**config.mk**
```make
export PLATFORM = sky130hd
export DESIGN_NAME = board_id_reader
export DESIGN_NICKNAME = d
export VERILOG_FILES = /design/src/rtl/bid_pkg.sv /design/src/rtl/bid_decode.sv /design/src/rtl/bid_pointer.sv /design/src/rtl/bid_rom.sv /design/src/rtl/board_id_reader.sv
export SDC_FILE = /design/constraint.sdc
export NUM_CORES = 1
export LEC_CHECK = 0
export BUFFER_PORTS_ARGS = -buffer_cell sky130_fd_sc_hd__buf_2
export CORE_MARGIN = 5
export CORE_UTILIZATION = 35
export CTS_BUF_LIST = sky130_fd_sc_hd__clkbuf_8
export CTS_CLUSTER_DIAMETER = 50
export DETAILED_ROUTE_END_ITERATION = 6
export SETUP_SLACK_MARGIN = 0.4
export SYNTH_ARGS = -nofsm -noshare
export SYNTH_HDL_FRONTEND = slang
export SYNTH_SLANG_ARGS = --single-unit
```
**constraint.sdc**
```tcl
create_clock -name clk -period 2.9 [get_ports clk]
set_input_delay 0.29 -clock clk [delete_from_list [all_inputs] [get_ports clk]]
set_output_delay 0.29 -clock clk [all_outputs]
set_load 0.05 [all_outputs]
```
**src/rtl/bid_pkg.sv**
```systemverilog
package bid_pkg;

    typedef enum logic [1:0] {
        BID_IDLE   = 2'd0,
        BID_BYTE   = 2'd1,
        BID_WORD   = 2'd2,
        BID_REWIND = 2'd3
    } bid_op_e;

    localparam int unsigned BID_NAME_BYTES = 8;
    localparam int unsigned BID_RSVD_BASE  = 6;
    localparam int unsigned BID_NAME_BASE  = 10;
    localparam int unsigned BID_FILL_BASE  = BID_NAME_BASE + BID_NAME_BYTES;

    typedef struct packed {
        logic [15:0]                  dev;
        logic [15:0]                  ven;
        logic [15:0]                  rev;
        logic [7:0]                   rsvd;
        logic [8*BID_NAME_BYTES-1:0]  name;
    } bid_table_t;

    // Entry idx of the identity sequence; name characters are taken MSB first.
    function automatic logic [7:0] bid_lookup(input bid_table_t t, input int unsigned idx);
        logic [7:0] b;
        if (idx == 0)                  b = t.dev[7:0];
        else if (idx == 1)             b = t.dev[15:8];
        else if (idx == 2)             b = t.ven[7:0];
        else if (idx == 3)             b = t.ven[15:8];
        else if (idx == 4)             b = t.rev[7:0];
        else if (idx == 5)             b = t.rev[15:8];
        else if (idx < BID_NAME_BASE)  b = t.rsvd;
        else if (idx < BID_FILL_BASE)  b = t.name[8*(BID_FILL_BASE-1-idx) +: 8];
        else                           b = 8'hFF;
        return b;
    endfunction

endpackage

```
**src/rtl/bid_decode.sv**
```systemverilog
module bid_decode
    import bid_pkg::*;
#(
    parameter int unsigned ADDR_W   = 2,
    parameter int unsigned OFS_DATA = 0
) (
    input  logic              rd_en,
    input  logic              wr_en,
    input  logic [ADDR_W-1:0] addr,
    input  logic              wide,
    output bid_op_e           op,
    output logic              rd_ack
);
    localparam logic [ADDR_W-1:0] A_LO  = ADDR_W'(OFS_DATA);
    localparam logic [ADDR_W-1:0] A_HI  = ADDR_W'(OFS_DATA + 1);
    localparam logic [ADDR_W-1:0] A_RWD = ADDR_W'(OFS_DATA + 2);

    always_comb begin
        rd_ack = rd_en && !wr_en;
        op     = BID_IDLE;
        if (rd_ack) begin
            if (addr == A_LO || addr == A_HI)
                op = wide ? BID_WORD : BID_BYTE;
            else if (addr == A_RWD && !wide)
                op = BID_REWIND;
        end
    end
endmodule

```
**src/rtl/bid_pointer.sv**
```systemverilog
module bid_pointer
    import bid_pkg::*;
#(
    parameter int unsigned PTR_W = 8
) (
    input  logic             clk,
    input  logic             rst,
    input  bid_op_e          op,
    output logic [PTR_W-1:0] ptr
);
    always_ff @(posedge clk) begin
        if (rst) begin
            ptr <= '0;
        end else begin
            unique case (op)
                BID_BYTE:   ptr <= ptr + PTR_W'(1);
                BID_WORD:   ptr <= ptr + PTR_W'(2);
                BID_REWIND: ptr <= '0;
                default:    ptr <= ptr;
            endcase
        end
    end
endmodule

```
**src/rtl/bid_rom.sv**
```systemverilog
module bid_rom
    import bid_pkg::*;
#(
    parameter int unsigned PTR_W = 8
) (
    input  bid_table_t       tbl,
    input  logic [PTR_W-1:0] idx,
    output logic [7:0]       data
);
    always_comb data = bid_lookup(tbl, 32'(idx));
endmodule

```
**src/rtl/board_id_reader.sv**
```systemverilog
module board_id_reader
    import bid_pkg::*;
#(
    parameter int unsigned                   PTR_W    = 8,
    parameter int unsigned                   ADDR_W   = 2,
    parameter int unsigned                   OFS_DATA = 0,
    parameter logic [15:0]                   DEV_ID   = 16'h6854,
    parameter logic [15:0]                   VEN_ID   = 16'h1435,
    parameter logic [15:0]                   REV_ID   = 16'h0102,
    parameter logic [7:0]                    RSVD     = 8'h00,
    parameter logic [8*BID_NAME_BYTES-1:0]   NAME     = {"ISODIO", 16'h0000}
) (
    input  logic              clk,
    input  logic              rst,
    input  logic              rd_en,
    input  logic              wr_en,
    input  logic [ADDR_W-1:0] addr,
    input  logic              wide,
    output logic [15:0]       rdata,
    output logic              rvalid
);
    localparam int unsigned LANES = 2;
    localparam bid_table_t  TABLE = '{dev: DEV_ID, ven: VEN_ID, rev: REV_ID,
                                      rsvd: RSVD, name: NAME};

    bid_op_e          op;
    logic             rd_ack;
    logic [PTR_W-1:0] ptr;
    logic [7:0]       lane [LANES];

    bid_decode #(.ADDR_W(ADDR_W), .OFS_DATA(OFS_DATA)) u_dec (
        .rd_en (rd_en),
        .wr_en (wr_en),
        .addr  (addr),
        .wide  (wide),
        .op    (op),
        .rd_ack(rd_ack)
    );

    bid_pointer #(.PTR_W(PTR_W)) u_ptr (
        .clk(clk),
        .rst(rst),
        .op (op),
        .ptr(ptr)
    );

    for (genvar g = 0; g < LANES; g++) begin : g_lane
        bid_rom #(.PTR_W(PTR_W)) u_rom (
            .tbl (TABLE),
            .idx (ptr + PTR_W'(g)),
            .data(lane[g])
        );
    end

    always_ff @(posedge clk) begin
        if (rst) begin
            rdata  <= '0;
            rvalid <= 1'b0;
        end else begin
            rvalid <= rd_ack;
            unique case (op)
                BID_BYTE: rdata <= {8'h00, lane[0]};
                BID_WORD: rdata <= {lane[1], lane[0]};
                default:  rdata <= '0;
            endcase
        end
    end
endmodule

```
==> results.cfg <==
[power_and_ir_drop]
power_frac_comb_pct = 24.1
net-switching-power_mw = 0.234
power.ir.vdd_worst_uv = 179
power.static_leakage_nw = 0.937
power.sequential.fraction_pct = 47.1
power-per-cell-area_mw_per_mm2 = 330
internal-power_mw = 0.517
p_sw_share_pct = 31.1
power.share.clock_pct = 28.8
design_power_total_mw = 0.750

[layout]
antenna-diode-count = 0
nNetsFinal = 298
drive_gt1_share_pct = 19.6
final_core_utilization_pct = 41.1
area_delta_synth_final_pct = 13.9

[outcome]
outcome = completed

[logic_synthesis]
yosysUniqueCellTypes = 59
synth.net_count = 277
mappedNetlistArea_sq_mm = 0.00200
number_of_enable_type_register_cells_in_the_synthesized_netlist = 0
postSynthAreaPerCell_sq_um = 7.80
ys_warn_count = 0
postSynthCellCount = 256
ys_seq_elements = 25
ys_seq_area_share_pct = 25.1
asyncSetResetFlopFracSynth_pct = 0
ys.flop_type = dfxtp_1

[sta]
finalSetupTns_ps = 0
timing.clock.skew_ps = 3.79
drv_slew = 0
worst_pin_slew_ps = 609
finalSetupViolations = 0
unrepaired_setup_endpoints_after_global_routing = no
max_freq_ghz = 0.432
final.hold.worst_slack_ps = 271
clock_period_minus_final_worst_setup_slack_ps = 2310
final_min_period_over_clock_period_pct = 79.8
max_slew_margin_pct = 59.4
timing_hold_violations_final = 0

[min_path]
min_from = rd_en
cell_depth_of_the_worst_hold_path = 3
hold_end = rvalid
worst_hold_path_type = in2reg

[critical_path]
r2r_slack_ps = 590
startpoint_of_the_worst_register_to_register_path = u_ptr.ptr[1]
critical_path_class = reg2reg
worstRegToRegCells = 10
crit_required_ps = 3080
arrival_ps = 2490
rr_endpoint = rdata[8]
timing.critical_path.fanout_max = 12
timing.critical_path.to_type = flop
crit_path_start_kind = flop

[grt]
grt_usage_pct = 14.1
grt_antenna_before_repair = 0
sum_of_overflow_across_all_layers_after_global_routing = 0
via_count_of_the_first_global_routing_pass = 1750
grt_max_degree = 17
global_route_wire_length_before_repair_um = 8510

[clock_network]
ctsHtreeMaxLevel = 1
clock_latency_ps = 270
cts-root-to-sink-buffers = 2
clock_tree_from_tritoncts = done
clock_slew_at_the_register_clock_pins_of_the_worst_setup_and_hold_paths_ps = 90
ctsRootBufferMaster = clkbuf_8
cts_inserted_buffers = 3
numClockSinks = 25

[placement]
gp_congestion = 0.920
hpwl_um = 3750
port_buffers = 23

[floorplanning]
floorplan.die.width_um = 85.5
placement_rows = 27
floorplan.initialDensity_pct = 36.0
fp.dieH_um = 85.5
design.die.area_sq_mm = 0.00732
coreArea_sq_mm = 0.00554
io_pins = 24

[routing]
postRouteAntennaNets = 0
drt_drc_violations_left = 0
via_count = 1917
drt-pass1-iter-count = 5
detail_route.vias_per_cell = 5.51
drt_wl_total_um = 4930
detail_route.wl_per_cell_um = 14.2
initialDrtViolationCount = 196

[run]
timing.max_cap.violations = 0
[metrics by stage]
| stage | cell area, sq um | cells | setup WS [ps] |
|---|---|---|---|
| after floorplan | 2000 | 256 | 448 |
| after global placement | 2180 | 344 | 386 |
| after detailed placement | 2180 | 344 | 295 |
| after CTS | 2240 | 348 | 408 |
| after global routing | 2270 | 348 | 419 |
| final | 2270 | 348 | 587 |
[critical path: stages (launching register included)]
cell and delay [ps]:
dfxtp_4 440, ha_2 300, xor2_2 160, inv_1 100
ha_4 210, xnor2_4 160, xnor2_1 140, nand3_1 110
a22oi_1 90, a311o_1 340, a21o_1 160
[Yosys cell counts (4+ instances only)]
library cell	count	area, sq um
dfxtp_1	25	500
nor2_1	22	82.6
a21oi_1	21	105
nand2_1	21	78.8
ha_1	14	175
o21ai_0	14	70.1
inv_1	10	37.5
nor3_1	9	45.0
o21ai_1	8	40.0
clkbuf_1	7	26.3
xnor2_1	7	61.3
nand3_1	5	25.0
nand4_1	5	31.3
nor2b_1	5	31.3
a31oi_1	4	25.0
buf_2	4	20.0
nand2b_1	4	25.0
[layout make-up]
type | instances | area, sq um
clock buffer | 3 | 41.3
clock inverter | 1 | 7.51
fill | 594 | 3270
inverter | 11 | 41.3
multi-input combinational | 206 | 1420
sequential | 25 | 507
tap | 72 | 90.1
timing repair buffer | 30 | 168
[worst max path at each step]
stage	from	end	cells after the start
after floorplan	u_ptr.ptr[0]	rdata[8]	10
after global placement	u_ptr.ptr[0]	rdata[8]	10
after detailed placement	u_ptr.ptr[0]	rdata[8]	10
after CTS	u_ptr.ptr[1]	rdata[8]	10
after global routing	u_ptr.ptr[0]	rdata[9]	10
final	u_ptr.ptr[1]	rdata[8]	10
[power groups by stage]
stage,registers [mW],logic [mW],clock network (mW)
finish,0.354,0.181,0.216
global route,0.355,0.200,0.242
CTS,0.353,0.172,0.225
detailed placement,0.362,0.171,0
global placement,0.362,0.171,0
floorplan,0.366,0.131,0
[sequential cells by signal, summed over array words and instances, names as in the netlist]
signal / flops
rvalid: 1
u_ptr.ptr: 8
rdata: 16
[logic make-up after synthesis]
| logic type | share of synthesized area [%] |
|---|---|
| compound gates | 25.6 |
| xor+xnor | 6.83 |
| fa+ha+maj | 8.77 |
| buf+inv | 5.89 |
| flops | 25.1 |
| mux | 1.00 |
| simple gates | 26.8 |
[layer usage]
layer	vias to the layer above	share of wire, %	GRT usage (%)
met5	-	0	0
met2	58	46	22.7
met1	886	47	19.6
li1	969	-	-
met3	4	6.6	3.07
met4	0	0.61	2.16
[timing repair]
action / 4_1_cts / 5_1_grt
pin swaps: 0 / 1
hold buffers: 0 / 0
endpoints found under the setup margin: 4 / 8
resized for setup: 3 / 6
setup buffers: 0 / 0
[placed cells by master (no fill, tap or decap), types with 4 or more instances in the layout]
cell type	Yosys	layout
a21oi_1	21	21
a31oi_1	4	4
buf_2	4	23
buf_4	1	7
dfxtp_1	25	22
ha_1	14	10
inv_1	10	10
nand2_1	21	21
nand2b_1	4	4
nand3_1	5	5
nand4_1	5	5
nor2_1	22	22
nor2b_1	5	5
nor3_1	9	9
o21ai_0	14	14
o21ai_1	8	8
xnor2_1	7	7
(Power assumes the default switching activity.)
